===== src/rtl/pll_lock_pkg.sv =====
package pll_lock_pkg;
  localparam int BIT_FLAG  = 0;
  localparam int BIT_LOCK  = 1;
  localparam int BIT_IRQEN = 2;
  localparam int BIT_RSTEN = 3;
  localparam int CTRL_W    = 4;

  typedef struct packed {
    logic rst_en;
    logic irq_en;
    logic lock;
    logic flag;
  } stat_t;
endpackage


===== src/rtl/pll_lock_sync.sv =====
module pll_lock_sync #(
  parameter int STAGES = 2
) (
  input  logic clk,
  input  logic rst,
  input  logic async_in,
  output logic sync_out
);
  logic [STAGES-1:0] chain;

  generate
    for (genvar g = 0; g < STAGES; g++) begin : g_stage
      if (g == 0) begin : g_first
        always_ff @(posedge clk) begin
          if (rst) chain[0] <= 1'b0;
          else     chain[0] <= async_in;
        end
      end else begin : g_next
        always_ff @(posedge clk) begin
          if (rst) chain[g] <= 1'b0;
          else     chain[g] <= chain[g-1];
        end
      end
    end
  endgenerate

  assign sync_out = chain[STAGES-1];
endmodule


===== src/rtl/pll_lol_detect.sv =====
module pll_lol_detect #(
  parameter int FB_W = 6
) (
  input  logic            clk,
  input  logic            rst,
  input  logic            lock_s,
  input  logic [FB_W-1:0] fb_div,
  input  logic            flag_q,
  output logic            set_evt,
  output logic            new_evt
);
  logic            lock_d;
  logic [FB_W-1:0] fb_q;
  logic            fb_vld;
  logic            fall;
  logic            div_chg;

  always_ff @(posedge clk) begin
    if (rst) begin
      lock_d <= 1'b0;
      fb_q   <= '0;
      fb_vld <= 1'b0;
    end else begin
      lock_d <= lock_s;
      fb_q   <= fb_div;
      fb_vld <= 1'b1;
    end
  end

  always_comb begin
    fall    = lock_d & ~lock_s;
    div_chg = fb_vld & (fb_q != fb_div);
    set_evt = fall | div_chg;
    new_evt = set_evt & ~flag_q;
  end
endmodule


===== src/rtl/pll_div_check.sv =====
module pll_div_check #(
  parameter int FB_W   = 6,
  parameter int OD_W   = 4,
  parameter int FB_MIN = 4,
  parameter int FB_MAX = 34,
  parameter int OD_MIN = 1,
  parameter int OD_MAX = 15
) (
  input  logic            clk,
  input  logic            rst,
  input  logic [FB_W-1:0] fb_div,
  input  logic [OD_W-1:0] out_div,
  output logic            cfg_err
);
  localparam logic [FB_W-1:0] FB_LO = FB_W'(FB_MIN);
  localparam logic [FB_W-1:0] FB_HI = FB_W'(FB_MAX);
  localparam logic [OD_W-1:0] OD_LO = OD_W'(OD_MIN);
  localparam logic [OD_W-1:0] OD_HI = OD_W'(OD_MAX);

  logic bad;
  always_comb begin
    bad = (fb_div < FB_LO) | (fb_div > FB_HI) | (out_div < OD_LO) | (out_div > OD_HI);
  end

  always_ff @(posedge clk) begin
    if (rst) cfg_err <= 1'b0;
    else     cfg_err <= bad;
  end
endmodule


===== src/rtl/pll_stat_regs.sv =====
module pll_stat_regs
  import pll_lock_pkg::*;
#(
  parameter int DATA_W = 32
) (
  input  logic              clk,
  input  logic              rst,
  input  logic              reg_wr,
  input  logic              reg_rd,
  input  logic [DATA_W-1:0] reg_wdata,
  input  logic              lock_s,
  input  logic              set_evt,
  input  logic              new_evt,
  output logic              flag_q,
  output logic [DATA_W-1:0] reg_rdata,
  output logic              lol_irq,
  output logic              lol_rst_req,
  output logic              lol_rst_cause
);
  localparam int RSV_W = DATA_W - CTRL_W;

  logic  irq_en_q, rst_en_q;
  logic  flag_n, irq_en_n, rst_en_n;
  stat_t view;
  logic  unused_wbits;

  assign unused_wbits = ^reg_wdata[DATA_W-1:CTRL_W] ^ reg_wdata[BIT_LOCK];

  always_comb begin
    flag_n   = flag_q;
    irq_en_n = irq_en_q;
    rst_en_n = rst_en_q;
    if (reg_wr) begin
      irq_en_n = reg_wdata[BIT_IRQEN];
      rst_en_n = reg_wdata[BIT_RSTEN];
      if (reg_wdata[BIT_FLAG]) flag_n = 1'b0;
    end
    if (set_evt) flag_n = 1'b1;
    view.rst_en = rst_en_q;
    view.irq_en = irq_en_q;
    view.lock   = lock_s;
    view.flag   = flag_q;
  end

  always_ff @(posedge clk) begin
    if (rst) begin
      flag_q        <= 1'b0;
      irq_en_q      <= 1'b0;
      rst_en_q      <= 1'b0;
      lol_irq       <= 1'b0;
      lol_rst_req   <= 1'b0;
      lol_rst_cause <= 1'b0;
      reg_rdata     <= '0;
    end else begin
      flag_q        <= flag_n;
      irq_en_q      <= irq_en_n;
      rst_en_q      <= rst_en_n;
      lol_irq       <= flag_n & irq_en_n;
      lol_rst_req   <= new_evt & rst_en_q;
      lol_rst_cause <= new_evt & rst_en_q;
      if (reg_rd) reg_rdata <= {{RSV_W{1'b0}}, view};
    end
  end

  p_set_wins_r6: assert property (@(posedge clk) disable iff (rst)
    set_evt |=> flag_q);
  p_clear_r6: assert property (@(posedge clk) disable iff (rst)
    (reg_wr && reg_wdata[BIT_FLAG] && !set_evt) |=> !flag_q);
  p_irq_flag_r8: assert property (@(posedge clk) disable iff (rst)
    lol_irq |-> flag_q);
  p_single_pulse_r9: assert property (@(posedge clk) disable iff (rst)
    lol_rst_req |=> !lol_rst_req);
  p_cause_match_r10: assert property (@(posedge clk) disable iff (rst)
    lol_rst_req == lol_rst_cause);
  p_rsv_zero_r2: assert property (@(posedge clk) disable iff (rst)
    reg_rdata[DATA_W-1:CTRL_W] == '0);
endmodule


===== src/rtl/pll_lock_ctrl.sv =====
module pll_lock_ctrl #(
  parameter int DATA_W      = 32,
  parameter int FB_W        = 6,
  parameter int OD_W        = 4,
  parameter int SYNC_STAGES = 2,
  parameter int FB_MIN      = 4,
  parameter int FB_MAX      = 34,
  parameter int OD_MIN      = 1,
  parameter int OD_MAX      = 15
) (
  input  logic              clk,
  input  logic              rst,
  input  logic              reg_wr,
  input  logic              reg_rd,
  input  logic [DATA_W-1:0] reg_wdata,
  output logic [DATA_W-1:0] reg_rdata,
  input  logic              pll_lock_async,
  input  logic [FB_W-1:0]   fb_div,
  input  logic [OD_W-1:0]   out_div,
  output logic              lol_irq,
  output logic              lol_rst_req,
  output logic              lol_rst_cause,
  output logic              cfg_err
);
  logic lock_s, set_evt, new_evt, flag_q;

  pll_lock_sync #(.STAGES(SYNC_STAGES)) u_sync (
    .clk(clk), .rst(rst), .async_in(pll_lock_async), .sync_out(lock_s));

  pll_lol_detect #(.FB_W(FB_W)) u_detect (
    .clk(clk), .rst(rst), .lock_s(lock_s), .fb_div(fb_div), .flag_q(flag_q),
    .set_evt(set_evt), .new_evt(new_evt));

  pll_div_check #(.FB_W(FB_W), .OD_W(OD_W), .FB_MIN(FB_MIN), .FB_MAX(FB_MAX),
                  .OD_MIN(OD_MIN), .OD_MAX(OD_MAX)) u_chk (
    .clk(clk), .rst(rst), .fb_div(fb_div), .out_div(out_div), .cfg_err(cfg_err));

  pll_stat_regs #(.DATA_W(DATA_W)) u_regs (
    .clk(clk), .rst(rst), .reg_wr(reg_wr), .reg_rd(reg_rd), .reg_wdata(reg_wdata),
    .lock_s(lock_s), .set_evt(set_evt), .new_evt(new_evt), .flag_q(flag_q),
    .reg_rdata(reg_rdata), .lol_irq(lol_irq), .lol_rst_req(lol_rst_req),
    .lol_rst_cause(lol_rst_cause));

  p_no_req_when_set_r9: assert property (@(posedge clk) disable iff (rst)
    (flag_q && !(reg_wr && reg_wdata[0])) |=> !lol_rst_req);
endmodule


===== config.mk =====
export PLATFORM = sky130hd
export DESIGN_NAME = pll_lock_ctrl
export DESIGN_NICKNAME = d
export VERILOG_FILES = /design/src/rtl/pll_lock_pkg.sv /design/src/rtl/pll_lock_sync.sv /design/src/rtl/pll_lol_detect.sv /design/src/rtl/pll_div_check.sv /design/src/rtl/pll_stat_regs.sv /design/src/rtl/pll_lock_ctrl.sv
export SDC_FILE = /design/constraint.sdc
export NUM_CORES = 1
export LEC_CHECK = 0
export CAP_MARGIN = 20
export CORE_MARGIN = 3
export CORE_UTILIZATION = 59
export DETAILED_ROUTE_END_ITERATION = 10
export DONT_BUFFER_PORTS = 1
export PLACE_DENSITY_LB_ADDON = 0.12
export SETUP_SLACK_MARGIN = 0.05
export SLEW_MARGIN = 5
export SYNTH_ARGS = -nofsm -noshare
export SYNTH_HDL_FRONTEND = slang
export SYNTH_SLANG_ARGS = --single-unit

===== constraint.sdc =====
create_clock -name clk -period 1.1 [get_ports clk]
set_input_delay 0.11 -clock clk [delete_from_list [all_inputs] [get_ports clk]]
set_output_delay 0.11 -clock clk [all_outputs]
set_load 0.05 [all_outputs]

# Word level (Yosys, flattened, before mapping)
# Index checks and enable logic that the tools add are counted.
# word_totals
regBits	20
inputBits	47
output_inout_bits	36
wordCells	33
# op_classes
order_cmp	4
n_eq_ne	1
mux	5
bitwise_logic	11
# ops
cell	count
6-bit > comparator, second input constant	1
6-bit by 3-bit less-than comparator with 1-bit output, second input constant	1
6-bit != test	1
1-bit AND	5
1-bit two-way mux	5
4-bit > comparator, second input constant	1
4-bit by 1-bit less-than comparator with 1-bit output, second input constant	1
1-bit bitwise OR	4
1-bit NOT	2

# Depth between registers and ports, before layout
# logic_depth
word_depth	5
mapped_depth	4

# Hierarchy
# From an unflattened synthesis, not the netlist that was laid out.
# unflattened
hier_cells	97
area_unflattened_um2	943.4
# modules_own_cells
module	instances	cells_per_inst	area_each_um2	seq_area_each_um2
pll_stat_regs	1	59	533.0	180.2
pll_lol_detect	1	28	300.3	160.2
pll_div_check	1	6	57.6	20.0
pll_lock_sync	1	4	52.6	40.0

# Least setup slack after synthesis
# No wires, ideal clock.
# synth_timing
path_type	reg2out
from	register u_regs.lol_rst_req
to	output port lol_rst_req
arrival_time_ps	894
required_time_ps	990
path_slack_ps	96
stages_incl_launch_ff	2
path_buffers	1
path_cell_list	dfxtp_1 buf_4
# synth_lines
item	line	text
start, declared	pll_stat_regs.sv:17	output logic lol_rst_req,
start signal, assigned	pll_stat_regs.sv:59	lol_rst_req <= new_evt & rst_en_q;
end, declared	pll_lock_ctrl.sv:21	output logic lol_rst_req,
# No word-level cell between the ends.

==> results.md <==
Yosys:
- Counting flops with a built-in enable in the synthesized netlist gives 0.
- Counting flops with an async set or reset pin after synthesis yields a share of 0%.
- For this run, the number of Yosys warnings is 0.
- In the synthesized netlist, the cells that appear most often are 29 x sky130_fd_sc_hd__buf_4, 20 x sky130_fd_sc_hd__dfxtp_1, 10 x sky130_fd_sc_hd__nor2b_1.
- The post-synthesis sequential element count is 20.
- The top cell type by area accounts for 41.9% of the synthesized area.
- The count of distinct cell types in the synthesized netlist is 22.
- Among all cell types in the netlist, the one instantiated most often is sky130_fd_sc_hd__buf_4.
- The netlist area before placement is 955 sq um.
- Sorting the synthesized cells by area gives the leading types as sky130_fd_sc_hd__dfxtp_1 42%, sky130_fd_sc_hd__buf_4 23%, sky130_fd_sc_hd__mux2i_1 7.3%.
- The number of instances in the synthesized netlist is 98.
- The post-synthesis average cell area is 9.74 sq um.
- For this run, the register share of the synthesized area comes to 41.9%.
- Among all flip-flop cells after synthesis, the most frequent one is sky130_fd_sc_hd__dfxtp_1.
- The top cell type by total area after synthesis is sky130_fd_sc_hd__dfxtp_1.

Detailed routing:
- The routed design has roughly 1.5 mm of wire.
- The average vias per placed instance is ~4.6.
- The pre-antenna-repair detailed-routing pass consisted of 2 iterations.
- The residual DRC count is 0.
- For this block, the initial DRC count from the detailed router was 8.
- The via total after detailed routing is 606.
- The final routed wire length divided by cell count is about 12 um.
- The number of antenna-violating nets in the routed design is 0.

GRT:
- The global routing stage identified its most utilized layer as met2.
- The largest net degree at the start of global routing is 12.
- The met2 usage is about a quarter.
- The overall overflow remaining after global route is 0.
- Global routing consumed, over all layers together, 15.0% of the routing resources.
- The via count of the first global-routing pass is 530.
- The met1 layer usage reported by global route is between 15 and 20%.
- The first global-routing pass estimated approximately 2.2 mm of wire.
- The initial antenna violation count is 0.
- For this run, global-route usage on met3 was measured as 4.69%.

Worst hold path:
- The destination of the worst hold path is u_chk.cfg_err.
- The worst hold path depth is 2.
- The worst hold path begins at out_div[2].
- The path type of the worst min-delay path is in2reg.

Clocking:
- The root buffer cell chosen for the clock tree is sky130_fd_sc_hd__clkbuf_4.
- Buffers inserted to repair hold after CTS numbered 14.
- No sink is reached through more buffers than the 2 on the longest clock path.
- The clock tree from TritonCTS is done.
- At the later pin of the worst-skew pair, clock insertion delay measures 300 ps.
- The number of buffers added by the clock tree synthesis step is 3.
- The clock drives 20 sinks.
- The number of H-tree levels is 1.
- Clock-pin slew was measured on the worst setup and hold paths at 110 ps.

Status:
- The flow ran to the end, but the final reports show violations.
- The final reports fail on negative hold slack.

Job:
- Across the run, the number of max-cap violations was 0.

Final layout:
- From synthesis to final layout, the design area changed by 16.0%.
- The fraction of layout cells with a size suffix above 1 is 18.1%.
- The final layout net count is 164.
- The count of cells in the finished layout, fillers not included, comes to approximately 130.
- The combined flip-flop and latch cell area is 404 sq um.
- The antenna diode count is 0.
- After filler insertion, the fill cell instance count of the layout stands at 96.
- The post-route core utilization is 79.2%.
- Summing all multi-input logic gate instances after layout gives 450 sq um.
- The final instance area is around 1100 sq um.

Pwr:
- IR analysis of the VDD net gives a maximum drop of 1.12 mV.
- The analysis attributes to cell leakage a power of 0.518 nW.
- The total power density per cell area is roughly 1500 nW/um^2.

Placed design:
- The placed standard-cell area is roughly 900 sq um.
- The count of input and output buffers is 0.
- Including well taps, the total number of placed cells is 113.
- The routability congestion estimate is 0.642.
- The half-perimeter wire length after detailed placement is ~960 um.

Critical path:
- The highest fanout seen on the critical path is 11.
- STA classifies the critical path endpoint as a flop.
- The delay of the slowest cell on the worst path is roughly 700 ps.
- The dominant delay contributor by cell family on the critical path is buffers and inverters.
- The signal on the critical path passes through dlygate4sd3_1 -> or2_1 -> a211oi_1.
- The slack of the worst reg-to-reg path is roughly 50 ps.
- Counting both buffers and inverters, the worst setup path holds a total of 1.
- The worst register-to-register path ends at u_regs.lol_irq.
- The sort of element at the start of the critical path is an input port.
- The largest individual stage delay along the critical path comes from the cell sky130_fd_sc_hd__dlygate4sd3_1.
- The number of cells on the worst reg-to-reg path is 3.
- The data required time at the worst endpoint is 1320 ps.
- The reg-to-reg critical path startpoint is u_detect.fb_q[0].
- The classification of the worst setup path is in2reg.
- At the worst endpoint, the arrival time is around 1300 ps.

Timing:
- Setup repair after global routing could not meet its margin everywhere.
- The worst path uses 98.3% of the clock period.
- For the final database, setup skew stands at 2.56 ps.
- The max-slew violation total from the final report is 0.
- The tightest hold margin is -21.8 ps.
- Timing would allow up to between 900 and 1000 MHz.
- The number of hold-slack violations in the final timing report is 1.
- The minimum clock period after layout is approximately 1100 ps.
- Setup violations remaining at the end of the flow were counted as 0.

Die:
- Row generation in the floorplan step produced 13 rows.
- The die covers 2140 sq um.
- From bottom edge to top edge, the die measures 46.2 um.
- between 80 and 90 I/O pins were placed.
- The die width is 46.2 um.
- The region available for standard cell placement spans 1400 sq um.
- The initial cell density of the core is 68.2%.
[metrics by stage]
stage / setup TNS, ps / setup WS, ps / total power [mW]
after floorplan: 0 / 95.7 / 1.20
after global placement: 0 / 33.9 / 1.13
after detailed placement: 0 / 21.2 / 1.13
after CTS: 0 / 6.74 / 1.60
after global routing: -66.1 / -33.6 / 1.67
final: 0 / 18.3 / 1.61
[logic make-up after synthesis]
kind of cell | Yosys count | synth area share (%)
buffers and inverters | 34 | 24.9
AND/OR/NAND/NOR | 23 | 14.3
flip-flops | 20 | 41.9
AO/OA/AOI/OAI | 7 | 5.64
multiplexers | 7 | 7.34
XOR/XNOR | 6 | 5.50
other | 1 | 0.393
[cell type report]
| class | count | share of cell area (%) |
|---|---|---|
| clock buffers | 4 | 3.28 |
| well taps | 15 | 1.69 |
| repair buffers | 19 | 17.2 |
| multi-input cells | 71 | 40.7 |
| flip-flops and latches | 20 | 36.5 |
| inverters | 2 | 0.678 |
[registers in the layout (all words and copies together), names as in the netlist]
name / flops
u_chk.cfg_err: 1
u_detect.lock_d: 1
u_detect.fb_vld: 1
u_sync.chain: 1
u_regs.reg_rdata: 4
u_regs.rst_en_q: 1
u_regs.lol_irq: 1
u_regs.flag_q: 1
u_sync.sync_out: 1
u_detect.fb_q: 6
u_regs.lol_rst_req: 1
u_regs.irq_en_q: 1
[layout by cell type (no fill, tap or decap), drive strengths merged]
cell and count:
a211oi 2, a21bo 1, a21boi 1, a21oi 2, buf 5, clkbuf 4
conb 28, dfxtp 20, dlygate4sd3 14, inv 2, mux2i 7, nor2 6
nor2b 10, nor3 3, nor4 2, o211ai 1, or2 1, or4 1
xor2 6
[power by group]
part	total (mW)	internal, mW	switching (mW)
sequential	0.796	0.762	0.0346
clock	0.423	0.202	0.221
combinational	0.388	0.0949	0.293
[timing repair]
action                     CTS  global route
hold endpoints to repair    20             1
pin swaps                    0             4
cloned                       0             0
setup endpoints to repair    4             4
buffers inserted             0             0
gates resized for setup      1             7
[how the worst max path moves through the flow]
stage	startpoint	to	slack, ps	cells after the start
6_report	rst	u_regs.lol_irq	20	3
5_1_grt	u_detect.fb_q[0]	u_regs.lol_irq	-30	3
4_1_cts	u_detect.fb_q[5]	u_regs.lol_irq	7	3
3_5_place_dp	u_detect.fb_q[5]	u_regs.lol_irq	20	3
3_3_place_gp	u_regs.flag_q	u_regs.lol_irq	30	3
2_1_floorplan	u_regs.lol_rst_req	lol_rst_req	100	1
[layer usage]
layer | vias up | routed length [um]
met5 | - | 0
met4 | 0 | 29
met3 | 4 | 197
met2 | 44 | 696
met1 | 264 | 600
li1 | 294 | -
No activity file was read; power rests on OpenSTA's default activity.
